$ cat config.mk
export PLATFORM = sky130hd
export DESIGN_NAME = shm_bridge
export DESIGN_NICKNAME = d
export VERILOG_FILES = /design/src/rtl/shm_pkg.sv /design/src/rtl/shm_hold.sv /design/src/rtl/shm_pfbuf.sv /design/src/rtl/shm_seq.sv /design/src/rtl/shm_bridge.sv
export SDC_FILE = /design/constraint.sdc
export NUM_CORES = 1
export LEC_CHECK = 0
export CAP_MARGIN = 10
export CORE_MARGIN = 2
export CORE_UTILIZATION = 60
export DETAILED_ROUTE_END_ITERATION = 10
export DONT_BUFFER_PORTS = 1
export PLACE_DENSITY = 0.73
export SLEW_MARGIN = 15
export SYNTH_ARGS = -nofsm -noshare
export SYNTH_HDL_FRONTEND = slang
export SYNTH_HIERARCHICAL = 1
export SYNTH_SLANG_ARGS = --single-unit
$ cat constraint.sdc
create_clock -name clk -period 7.2 [get_ports clk]
set_clock_uncertainty 0.15 [all_clocks]
set_input_delay 2.16 -clock clk [delete_from_list [all_inputs] [get_ports clk]]
set_output_delay 2.16 -clock clk [all_outputs]
set_load 0.02 [all_outputs]
$ cat src/rtl/shm_pkg.sv
package shm_pkg;
  typedef enum logic [2:0] {
    SQ_IDLE,
    SQ_WLO,
    SQ_WHI,
    SQ_RLO,
    SQ_RHI,
    SQ_RFIN
  } shm_state_e;
endpackage

$ cat src/rtl/shm_hold.sv
module shm_hold #(
  parameter int AW = 15,
  parameter int DW = 16
) (
  input  logic          clk,
  input  logic          rst,
  input  logic          cap,
  input  logic          drain_done,
  input  logic [AW-1:0] cap_addr,
  input  logic [DW-1:0] cap_data,
  output logic          full,
  output logic [AW-1:0] addr,
  output logic [DW-1:0] data
);
  always_ff @(posedge clk) begin
    if (rst) begin
      full <= 1'b0;
    end else if (cap) begin
      full <= 1'b1;
    end else if (drain_done) begin
      full <= 1'b0;
    end
    if (cap) begin
      addr <= cap_addr;
      data <= cap_data;
    end
  end

  // a new word is only taken into an empty register
  a_r4_cap_when_empty: assert property (@(posedge clk) disable iff (rst)
    cap |-> !full);
  // only a held word can be reported as written
  a_r3_drain_needs_word: assert property (@(posedge clk) disable iff (rst)
    drain_done |-> full);
endmodule

$ cat src/rtl/shm_pfbuf.sv
module shm_pfbuf #(
  parameter int AW = 15,
  parameter int DW = 16
) (
  input  logic          clk,
  input  logic          rst,
  input  logic          fill_start,
  input  logic          fill_active,
  input  logic          fill_done,
  input  logic [AW-1:0] fill_tag,
  input  logic [DW-1:0] fill_data,
  input  logic          inval,
  output logic          valid,
  output logic [AW-1:0] tag,
  output logic [DW-1:0] data
);
  logic spoil;

  always_ff @(posedge clk) begin
    if (rst) begin
      valid <= 1'b0;
      spoil <= 1'b0;
    end else begin
      if (fill_start) begin
        valid <= 1'b0;
        spoil <= 1'b0;
      end else if (fill_done) begin
        valid <= !(spoil || inval);
      end else if (inval) begin
        valid <= 1'b0;
      end
      if (fill_active && inval) spoil <= 1'b1;
    end
    if (fill_done) begin
      tag  <= fill_tag;
      data <= fill_data;
    end
  end

  // foreign bus activity leaves no valid word behind
  a_r9_inval_clears: assert property (@(posedge clk) disable iff (rst)
    inval |=> !valid);
endmodule

$ cat src/rtl/shm_seq.sv
module shm_seq import shm_pkg::*; #(
  parameter int ADDR_W = 16,
  parameter int BYTE_W = 8,
  localparam int WORD_W = ADDR_W - 1,
  localparam int DW = 2 * BYTE_W
) (
  input  logic              clk,
  input  logic              rst,
  input  logic              gnt,
  input  logic              hold_full,
  input  logic [WORD_W-1:0] hold_addr,
  input  logic [DW-1:0]     hold_data,
  input  logic              demand_req,
  input  logic [WORD_W-1:0] demand_addr,
  input  logic              pf_req,
  input  logic [WORD_W-1:0] pf_addr,
  input  logic [BYTE_W-1:0] pb_rdata,
  output logic              pb_rd,
  output logic              pb_wr,
  output logic [ADDR_W-1:0] pb_addr,
  output logic [BYTE_W-1:0] pb_wdata,
  output logic              busy,
  output logic              hold_drained,
  output logic              fill_start,
  output logic              fill_active,
  output logic              fill_done,
  output logic              pf_taken,
  output logic [WORD_W-1:0] fill_tag,
  output logic [DW-1:0]     fill_data
);
  shm_state_e        state, next;
  logic [WORD_W-1:0] job_addr;
  logic [BYTE_W-1:0] lo_byte;
  logic              lo_wait;

  always_comb begin
    next         = state;
    pb_rd        = 1'b0;
    pb_wr        = 1'b0;
    pb_addr      = '0;
    pb_wdata     = '0;
    hold_drained = 1'b0;
    fill_start   = 1'b0;
    fill_done    = 1'b0;
    pf_taken     = 1'b0;
    case (state)
      SQ_IDLE: begin
        if (hold_full) begin
          next = SQ_WLO;
        end else if (demand_req) begin
          next       = SQ_RLO;
          fill_start = 1'b1;
        end else if (pf_req) begin
          next       = SQ_RLO;
          fill_start = 1'b1;
          pf_taken   = 1'b1;
        end
      end
      SQ_WLO: begin
        pb_addr  = {hold_addr, 1'b0};
        pb_wdata = hold_data[BYTE_W-1:0];
        if (gnt) begin
          pb_wr = 1'b1;
          next  = SQ_WHI;
        end
      end
      SQ_WHI: begin
        pb_addr  = {hold_addr, 1'b1};
        pb_wdata = hold_data[DW-1:BYTE_W];
        if (gnt) begin
          pb_wr        = 1'b1;
          hold_drained = 1'b1;
          next         = SQ_IDLE;
        end
      end
      SQ_RLO: begin
        pb_addr = {job_addr, 1'b0};
        if (gnt) begin
          pb_rd = 1'b1;
          next  = SQ_RHI;
        end
      end
      SQ_RHI: begin
        pb_addr = {job_addr, 1'b1};
        if (gnt) begin
          pb_rd = 1'b1;
          next  = SQ_RFIN;
        end
      end
      SQ_RFIN: begin
        fill_done = 1'b1;
        next      = SQ_IDLE;
      end
      default: next = SQ_IDLE;
    endcase
  end

  assign busy        = (state != SQ_IDLE);
  assign fill_active = (state == SQ_RLO) || (state == SQ_RHI) || (state == SQ_RFIN);
  assign fill_tag    = job_addr;
  assign fill_data   = {pb_rdata, lo_byte};

  always_ff @(posedge clk) begin
    if (rst) begin
      state   <= SQ_IDLE;
      lo_wait <= 1'b0;
    end else begin
      state   <= next;
      lo_wait <= (state == SQ_RLO) && gnt;
    end
    if (fill_start) job_addr <= demand_req ? demand_addr : pf_addr;
    if (state == SQ_RHI && lo_wait) lo_byte <= pb_rdata;
  end
endmodule

$ cat src/rtl/shm_bridge.sv
module shm_bridge import shm_pkg::*; #(
  parameter int ADDR_W = 16,
  parameter int BYTE_W = 8,
  localparam int WORD_W = ADDR_W - 1,
  localparam int DW = 2 * BYTE_W
) (
  input  logic              clk,
  input  logic              rst,
  input  logic [WORD_W-1:0] host_addr,
  input  logic              host_sel,
  input  logic              host_rd,
  input  logic              host_wr,
  input  logic              host_refresh,
  input  logic [DW-1:0]     host_wdata,
  output logic [DW-1:0]     host_rdata,
  output logic              host_rdata_en,
  output logic              host_ready,
  output logic              pb_req,
  input  logic              pb_gnt,
  output logic [ADDR_W-1:0] pb_addr,
  output logic [BYTE_W-1:0] pb_wdata,
  input  logic [BYTE_W-1:0] pb_rdata,
  output logic              pb_rd,
  output logic              pb_wr,
  input  logic              pb_inval
);
  logic              rd_act, wr_act, cap, serve_now, demand, stale, hit;
  logic              wr_taken, serving, pf_pend;
  logic [WORD_W-1:0] last_addr, pf_next;
  logic              h_full;
  logic [WORD_W-1:0] h_addr;
  logic [DW-1:0]     h_data;
  logic              b_valid;
  logic [WORD_W-1:0] b_tag;
  logic [DW-1:0]     b_data;
  logic              seq_busy, h_drained, f_start, f_active, f_done, pf_taken;
  logic [WORD_W-1:0] f_tag;
  logic [DW-1:0]     f_data;
  logic              inval_any;

  assign rd_act    = host_sel && host_rd && !host_refresh;
  assign wr_act    = host_sel && host_wr && !host_refresh;
  assign cap       = wr_act && !wr_taken && !h_full;
  assign stale     = h_full && (h_addr == host_addr);
  assign hit       = b_valid && (b_tag == host_addr) && !stale;
  assign serve_now = rd_act && !serving && hit && pb_gnt;
  assign demand    = rd_act && !serving && !hit;
  assign pb_req    = seq_busy || h_full || (rd_act && !serving) || pf_pend;
  assign inval_any = pb_inval || pb_wr;

  shm_hold #(.AW(WORD_W), .DW(DW)) i_hold (
    .clk(clk), .rst(rst), .cap(cap), .drain_done(h_drained),
    .cap_addr(host_addr), .cap_data(host_wdata),
    .full(h_full), .addr(h_addr), .data(h_data)
  );

  shm_pfbuf #(.AW(WORD_W), .DW(DW)) i_pfbuf (
    .clk(clk), .rst(rst), .fill_start(f_start), .fill_active(f_active),
    .fill_done(f_done), .fill_tag(f_tag), .fill_data(f_data),
    .inval(inval_any), .valid(b_valid), .tag(b_tag), .data(b_data)
  );

  shm_seq #(.ADDR_W(ADDR_W), .BYTE_W(BYTE_W)) i_seq (
    .clk(clk), .rst(rst), .gnt(pb_gnt),
    .hold_full(h_full), .hold_addr(h_addr), .hold_data(h_data),
    .demand_req(demand), .demand_addr(host_addr),
    .pf_req(pf_pend), .pf_addr(pf_next), .pb_rdata(pb_rdata),
    .pb_rd(pb_rd), .pb_wr(pb_wr), .pb_addr(pb_addr), .pb_wdata(pb_wdata),
    .busy(seq_busy), .hold_drained(h_drained), .fill_start(f_start),
    .fill_active(f_active), .fill_done(f_done), .pf_taken(pf_taken),
    .fill_tag(f_tag), .fill_data(f_data)
  );

  always_ff @(posedge clk) begin
    if (rst) begin
      wr_taken      <= 1'b0;
      serving       <= 1'b0;
      pf_pend       <= 1'b0;
      host_ready    <= 1'b1;
      host_rdata_en <= 1'b0;
      host_rdata    <= '0;
      last_addr     <= '0;
      pf_next       <= '0;
    end else begin
      wr_taken   <= cap || (wr_taken && wr_act);
      host_ready <= !((wr_act && !wr_taken && !cap) ||
                      (rd_act && !serving && !serve_now));
      if (serve_now) begin
        serving       <= 1'b1;
        host_rdata_en <= 1'b1;
        host_rdata    <= b_data;
        last_addr     <= host_addr;
      end else if (serving && !rd_act) begin
        serving       <= 1'b0;
        host_rdata_en <= 1'b0;
      end
      if (serving && !rd_act) begin
        pf_pend <= 1'b1;
        pf_next <= last_addr + WORD_W'(1);
      end else if (pf_taken || (f_start && demand)) begin
        pf_pend <= 1'b0;
      end
    end
  end

  // a write into an empty register adds no wait state
  a_r2_post_no_wait: assert property (@(posedge clk) disable iff (rst)
    cap |=> host_ready);
  // read data only appears after the grant was seen
  a_r5_serve_after_grant: assert property (@(posedge clk) disable iff (rst)
    $rose(host_rdata_en) |-> $past(pb_gnt));
  // driven read word stays stable until the strobe drops
  a_r11_data_held: assert property (@(posedge clk) disable iff (rst)
    (host_rdata_en && $past(host_rdata_en)) |-> $stable(host_rdata));
endmodule

; ---- After elaboration in Yosys (flattened, before gate mapping)
; Index checks and enable logic that the tools add are counted.
[op_classes]
add_sub_neg = 1
eq_ne = 12
mux = 33
reduce_logical = 53
[ops]
columns = operator, count
row1 = $pmux W16 S4, 1
row2 = $eq A15 B15 Y1, 2
row3 = $mux W1, 22
row4 = $logic_and A1 B1 Y1, 21
row5 = $mux W3, 7
row6 = $pmux W8 S2, 1
row7 = $add A15 B1 Y15 const B, 1
row8 = $mux W15, 1
row9 = $pmux W3 S5, 1
row10 = $logic_not A1 Y1, 11
row11 = $logic_or A1 B1 Y1, 10
row12 = $reduce_bool A2 Y1, 5
row13 = $ne A2 B2 Y1 const B, 4
row14 = $eq A3 B2 Y1 const B, 2
row15 = $eq A3 B3 Y1 const B, 2
row16 = $reduce_or A2 Y1, 3
row17 = $reduce_and A5 Y1, 1
row18 = $ne A4 B4 Y1 const B, 1
row19 = $eq A3 B1 Y1 const B, 1
row20 = $logic_not A3 Y1, 1
row21 = $reduce_bool A3 Y1, 1
[totals]
ff_bits = 142
inputBits = 47
out_inout_bits = 45
word_cells = 117

; ---- Depth between registers and ports, before layout
; Gate-level depths: netlist of the first run.
[logic_depth]
depth_word = 13
mapped_depth = 11
ltp_nobuf = 8

; ---- Modules after synthesis
; The synthesis of the first run kept the hierarchy.
[by_module_without_submodules]
columns = mod, n_inst, cells_per_inst, area_per_inst_um2
row1 = shm_bridge, 1, 301, 2582.5
row2 = shm_seq, 1, 126, 1476.4
row3 = shm_pfbuf, 1, 39, 1013.5
row4 = shm_hold, 1, 35, 969.7

; ---- Least setup slack after synthesis of the first run
; OpenSTA, ideal clock, no wires.
[synth_path]
kind = input to register
start = input host_addr[8]
end = register i_seq.job_addr[0], in the netlist i_seq/fill_tag[0], enable pin
setup_ps = 392
t_arrival_ps = 4740
slack_ps = 1919
cell_stages = 9
n_path_buf = 3
path_cell_list = xnor2_1 -> nand4_1 -> or4_1 -> clkbuf_1 -> a21boi_1 -> clkbuf_1 -> buf_1 -> nor2_1 -> nor2_1
[synth_between]
elab_chain_len = 9
elab_cells_between_ends = 11
[synth_rtl]
columns = item, line_no
row1 = from (decl), shm_bridge.sv:9  ; input logic [WORD_W-1:0] host_addr,
row2 = $eq A15 B15 Y1, shm_bridge.sv:44  ; assign stale = h_full && (h_addr == host_addr);
row3 = $logic_and A1 B1 Y1, shm_bridge.sv:44
row4 = $logic_not A1 Y1, shm_bridge.sv:45  ; assign hit = b_valid && (b_tag == host_addr) && !stale;
row5 = $logic_and A1 B1 Y1 *, shm_bridge.sv:45
row6 = $logic_not A1 Y1 *, shm_bridge.sv:47  ; assign demand = rd_act && !serving && !hit;
row7 = $logic_and A1 B1 Y1 *, shm_bridge.sv:47
row8 = via demand, shm_bridge.sv:27  ; logic rd_act, wr_act, cap, serve_now, demand, stale, hit;
row9 = $mux W1 *, shm_seq.sv:50  ; end else if (demand_req) begin
row10 = $mux W1 *, shm_seq.sv:48  ; if (hold_full) begin
row11 = $mux W1 *, shm_seq.sv:46  ; case (state)
row12 = via f_start, shm_bridge.sv:36  ; logic seq_busy, h_drained, f_start, f_active, f_done, pf_taken;
row13 = to (signal assigned), shm_seq.sv:111  ; if (fill_start) job_addr <= demand_req ? demand_addr : pf_addr;
row14 = to (decl), shm_seq.sv:32  ; logic [WORD_W-1:0] job_addr;
; The timed path passes the listed nets; every way through them passes the cells marked *.
; A chain may end at the register's enable or synchronous reset.

; ---- Worst setup path in the final report of the first run
[layout_path]
start = input host_refresh
end = output pb_req
[layout_between]
elab_chain_len = 5
[layout_rtl]
columns = item, line_no
row1 = from (decl), shm_bridge.sv:13  ; input logic host_refresh,
row2 = $logic_not A1 Y1, shm_bridge.sv:41  ; assign rd_act = host_sel && host_rd && !host_refresh;
row3 = $logic_and A1 B1 Y1, shm_bridge.sv:41
row4 = $logic_and A1 B1 Y1, shm_bridge.sv:48  ; assign pb_req = seq_busy || h_full || (rd_act && !serving) || pf_pend;
row5 = $logic_or A1 B1 Y1 (2 in a row), shm_bridge.sv:48
row6 = to (decl), shm_bridge.sv:18  ; output logic pb_req,
; No other way between the ends.

==> flow_metrics.py, run 1 <==
metrics = {
    "status": {
        "status": "completed",
    },
    "grt": {
        "grt_pass1_wl_um": 20300,
        "grtUsageMet1": 0.315,
        "grt_max_degree": 61,
        "grt_use_met2": 0.389,
        "antenna_found_initial": 0,
        "groute.usage.overall": 0.241,
        "busiest_layer": "met2",
        "grt_pass1_vias": 3862,
        "met3_usage": 0.0589,
        "grt.overflow.total": 0,
    },
    "critical_path": {
        "critPathKind": "in2out",
        "cp.required_ns": 4.89,
        "critPathCaptureType": "output port",
        "startpoint_type": "input pin",
        "worstPathArrival_ns": 2.94,
        "cp_max_fo": 4,
    },
    "clock_network": {
        "cts_tree": "done",
        "cts_buffers": 17,
        "cts_setup_buffers": 0,
        "cts_buffer_depth": 2,
        "clock_sinks": 142,
        "clock_latency_ns": 0.51,
        "clock-root-buffer": "clkbuf_8",
        "path_clk_slew_ns": 0.06,
        "cts_max_level": 4,
        "post_cts_resized": 0,
        "hold_buffers": 0,
    },
    "placed_design": {
        "io_buffer_count": 0,
        "place_congestion": 0.885,
        "placed_cells": 595,
        "dp.final_hpwl_um": 8150,
        "placed_cell_area_um2": 6050,
        "preCtsSetupSlack_ns": 1.96,
    },
    "synth": {
        "synthCells": 501,
        "syn-num-nets": 549,
        "synthTopCellsByArea": "edfxtp_1, dfxtp_1, xnor2_1, nand4_1, o31ai_1",
        "syn-cell-area_um2": 6040,
        "ys_ff_latch": 142,
        "synth_top_area_share": 0.422,
        "synth.avg_cell_area_um2": 12.1,
        "synth.distinct_cells": 46,
        "synth_edf_count": 85,
        "ys.warnings.count": 6,
        "synth_top_area_cell": "edfxtp_1",
        "synth-main-ff-cell": "edfxtp_1",
        "async_flop_share": 0,
        "synth_seq_area_share": 0.611,
    },
    "routing": {
        "totalWireLength_um": 12900,
        "via_per_inst": 6.28,
        "vias": 3937,
        "drc": 0,
        "ant_nets": 0,
        "wl_per_cell_um": 20.6,
        "drt_pass1_iterations": 5,
        "drtIter0Drc": 341,
    },
    "run": {
        "maxCapViolCount": 0,
    },
    "cells_and_area": {
        "stdcell_area_um2": 6630,
        "drive_gt1_frac": 0.130,
        "synthToLayoutAreaGrowth_pct": 9.71,
        "diodes": 0,
        "post-route-util": 0.678,
        "stdcell_count": 627,
        "fin_nets": 529,
    },
    "die": {
        "row_count": 36,
        "start_util": 0.618,
        "core-area_um2": 9770,
        "io_pins": 92,
        "die_h_um": 104,
        "dieWidth_um": 104,
        "dieArea_um2": 10900,
    },
    "timing": {
        "setup_slack_ns": 1.95,
        "worst_pin_slew_ns": 0.998,
        "hold_viol": 0,
        "tns_ns": 0,
        "slew_headroom": 0.335,
        "slew_viol_final": 0,
        "period_share": 0.729,
        "rsz0062_at_grt": "no",
        "setup-violations-final": 0,
        "hold_ws_ns": 0.270,
        "max_freq_ghz": 0.191,
        "fin_crit_ns": 5.25,
    },
    "power": {
        "total_power_mw": 2.00,
        "vdd_drop_max_v": 0.000282,
        "leakagePower_nw": 2.06,
        "pwr_density_cell_nw_per_um2": 302,
    },
    "worst_hold_path": {
        "hold_path_class": "reg2reg",
    },
}
[placed cells by master (no fill, tap or decap), types with 2 or more instances in the layout]
cell type and instances:
nand2b_1 4, buf_4 9, xnor2_1 36, clkbuf_16 16
and3_1 2, a22o_1 15, nor3_1 5, mux2_1 2
nand2_1 11, nand3_1 6, mux2_2 15, xor2_1 8
inv_1 3, nor2b_1 3, a21oi_1 33, and2_1 6
or2_2 2, dfxtp_1 57, clkinv_2 4, nand4_1 41
nor2_1 39, a211oi_1 15, clkinvlp_4 3, edfxtp_1 85
o31ai_1 31, nand3b_1 2, clkinv_1 2, or4_1 2
a22oi_1 9, clkbuf_8 3, bufinv_16 2
[Yosys cell counts (2+ instances only)]
cell type / instances
nor3_1: 6
a22o_1: 15
buf_2: 4
a211oi_1: 15
xnor2_1: 36
mux2_1: 2
o31ai_1: 31
nand2b_1: 4
xor2_1: 8
buf_1: 2
nor4_1: 2
and2_1: 6
nand3_1: 6
or4_1: 3
nand2_1: 12
edfxtp_1: 85
clkbuf_1: 30
and3_1: 2
nand3b_1: 2
a22oi_1: 9
a21oi_1: 33
nor2b_1: 3
buf_4: 9
or2_2: 2
inv_1: 3
buf_6: 3
mux2_2: 15
nand4_1: 41
nor2_1: 39
dfxtp_1: 57
[layout make-up]
type | count | area (µm²)
timing repair buffer | 9 | 67.6
clock buffer | 20 | 445
tap | 133 | 166
inverter | 3 | 11.3
clock inverter | 12 | 119
sequential | 142 | 3690
multi-input combinational | 308 | 2130
fill | 723 | 3150
[power by group]
| group | leakage [nW] | total (mW) | internal (mW) | switching [mW] |
|---|---|---|---|---|
| combinational | 0.556 | 0.277 | 0.0864 | 0.190 |
| clock | 0.272 | 0.824 | 0.506 | 0.318 |
| sequential | 1.23 | 0.902 | 0.881 | 0.0209 |
| total | 2.06 | 2.00 | 1.47 | 0.529 |
[routing by layer]
| metal | wire length, µm | vias to the layer above | share of wire |
|---|---|---|---|
| li1 | - | 1849 | - |
| met1 | 5440 | 1891 | 0.42 |
| met2 | 6280 | 177 | 0.49 |
| met3 | 971 | 20 | 0.075 |
| met4 | 244 | 0 | 0.019 |
| met5 | 0 | - | 0 |
[logic make-up (layout without fill, tap and decap cells)]
family	count (synthesis)	count (layout)	share of synthesized area
simple gates	133	133	0.118
mux	18	18	0.0333
fa+ha+maj	1	1	0.00207
xor+xnor	44	44	0.0638
buf+inv	51	44	0.0418
compound gates	112	112	0.130
flops	142	142	0.611
[flip-flops by register name, indices dropped and copies added, names as in the netlist]
name,flops
i_pfbuf/data,16
last_addr,15
host_rdata,16
host_ready,1
i_hold/addr,15
pf_next,15
pf_pend,1
i_seq/lo_byte,8
i_seq/lo_wait,1
i_pfbuf/valid,1
i_seq/fill_tag,15
i_hold/full,1
i_seq/state,3
i_pfbuf/tag,15
wr_taken,1
i_pfbuf/spoil,1
i_hold/data,16
host_rdata_en,1
[critical path: stages]
cell and delay, ns:
nand3b_1 0.14, nor2_1 0.10, or4_1 0.54
[final timing paths]
check,slack (ns),startpoint,end,cells after the start
setup / recovery,1.95,host_refresh,pb_req,3
hold / removal,0.27,i_seq/lo_byte[1]$_DFFE_PP_,i_pfbuf/data[1]$_DFFE_PP_,0
setup reg to reg,4.12,i_hold/addr[8]$_DFFE_PP_,i_seq/fill_tag[9]$_DFFE_PP_,9
hold reg to reg,0.27,i_seq/lo_byte[1]$_DFFE_PP_,i_pfbuf/data[1]$_DFFE_PP_,0
Power figures use the tool's default switching activity.
==> run 2: changes to the inputs <==
- CORE_UTILIZATION: 60 -> 57
- PLACE_DENSITY: 0.73 -> 0.72
- clock period: 7.2 -> 4.4 ns (I/O delays scaled with it)
==> flow_metrics.py, run 2 (synthesis results as in run 1) <==
metrics = {
    "status": {
        "status": "completed",
    },
    "clock_network": {
        "cts_setup_buffers": 0,
        "cts_buffers": 17,
        "clock_latency_ns": 0.52,
        "cts_max_level": 4,
        "clock-root-buffer": "clkbuf_8",
        "hold_buffers": 0,
        "post_cts_resized": 0,
        "path_clk_slew_ns": 0.06,
        "cts_buffer_depth": 2,
        "cts_tree": "done",
        "clock_sinks": 142,
    },
    "timing": {
        "setup-violations-final": 0,
        "hold_viol": 0,
        "max_freq_ghz": 0.278,
        "fin_crit_ns": 3.60,
        "period_share": 0.819,
        "tns_ns": 0,
        "slew_viol_final": 0,
        "rsz0062_at_grt": "no",
        "slew_headroom": 0.340,
        "worst_pin_slew_ns": 0.990,
    },
    "die": {
        "dieWidth_um": 107,
        "start_util": 0.585,
        "die_h_um": 107,
        "io_pins": 92,
        "core-area_um2": 10300,
        "row_count": 37,
        "dieArea_um2": 11400,
    },
    "cells_and_area": {
        "fill_cells": 782,
        "multi_input_area_um2": 2120,
        "fin_nets": 534,
        "synthToLayoutAreaGrowth_pct": 10.3,
        "mostFrequentLayoutCell": "edfxtp_1",
        "final_cell_mix": "edfxtp_1, dfxtp_1, nand4_1",
        "diodes": 0,
        "seq_area_um2": 3690,
        "drive_gt1_frac": 0.138,
        "top_regs": "host_rdata (16), i_hold/data (16), i_pfbuf/data (16)",
    },
    "grt": {
        "antenna_found_initial": 0,
        "grt_max_degree": 61,
        "groute.usage.overall": 0.248,
        "grt_pass1_vias": 4054,
        "grt.overflow.total": 0,
        "grt_pass1_wl_um": 21300,
    },
    "routing": {
        "drt_pass1_iterations": 4,
        "drc": 0,
        "wl_per_cell_um": 21.2,
        "ant_nets": 0,
        "totalWireLength_um": 13500,
        "drtIter0Drc": 331,
        "via_per_inst": 6.22,
        "vias": 3952,
    },
    "placed_design": {
        "place_congestion": 0.857,
        "dp.final_hpwl_um": 8570,
        "io_buffer_count": 0,
    },
    "critical_path": {
        "path_buf_inv": 0,
        "cpMaxStageDelayCell": "or4_1",
        "startpoint_type": "input pin",
        "crit_path_cell_trace": "nand3b_1, nor2_1, or4_1",
        "worstPathArrival_ns": 2.13,
        "critPathCaptureType": "output port",
        "cp_max_fo": 4,
        "crit_family": "simple AND/OR/NAND/NOR gates",
        "cp_slowest_stage_delay_ns": 0.56,
        "cp.required_ns": 2.93,
        "critPathKind": "in2out",
    },
    "power": {
        "pwr_density_cell_nw_per_um2": 494,
        "leakagePower_nw": 2.08,
        "total_power_mw": 3.29,
        "vdd_drop_max_v": 0.000277,
    },
    "worst_hold_path": {
        "hold_path_class": "reg2reg",
    },
    "run": {
        "maxCapViolCount": 0,
    },
}
[run 2: path summary, 6_finish.rpt]
check | to | slack (ns) | cells after the start | start
max | pb_req | 0.80 | 3 | host_refresh
min | i_pfbuf/data[6]$_DFFE_PP_ | 0.27 | 0 | i_seq/lo_byte[6]$_DFFE_PP_
max reg2reg | i_seq/fill_tag[13]$_DFFE_PP_ | 1.67 | 6 | i_hold/addr[2]$_DFFE_PP_
min reg2reg | i_pfbuf/data[6]$_DFFE_PP_ | 0.27 | 0 | i_seq/lo_byte[6]$_DFFE_PP_
[run 2: cell type report]
| class | instances | area share |
|---|---|---|
| Clock buffer | 19 | 0.0633 |
| Clock inverter | 13 | 0.0214 |
| Timing Repair Buffer | 14 | 0.0158 |
| Multi-Input combinational cell | 308 | 0.318 |
| Inverter | 3 | 0.00169 |
| Tap cell | 136 | 0.0255 |
| Sequential cell | 142 | 0.554 |
[run 2: power breakdown]
part / switching (mW) / internal (mW) / leakage, nW
registers: 0.0328 / 1.44 / 1.23
logic: 0.317 / 0.151 / 0.583
clock network: 0.539 / 0.807 / 0.260
[run 2: metal layers]
metal	wire length, µm	vias to the layer above	track usage
li1	-	1865	-
met1	5860	1924	0.329
met2	6370	143	0.380
met3	944	20	0.0754
met4	282	0	0.106
met5	0	-	0
[run 2: through the flow]
step	utilization	instances	setup WS (ns)	hold WS (ns)	instance area, µm²
after floorplan	-	501	0.0967	0.250	6040
after global placement	0.591	603	0.804	0.251	6100
after detailed placement	0.591	603	0.791	0.256	6100
after CTS	0.645	635	0.791	0.270	6660
after global routing	0.645	635	0.702	0.273	6660
final	0.645	635	0.798	0.268	6660
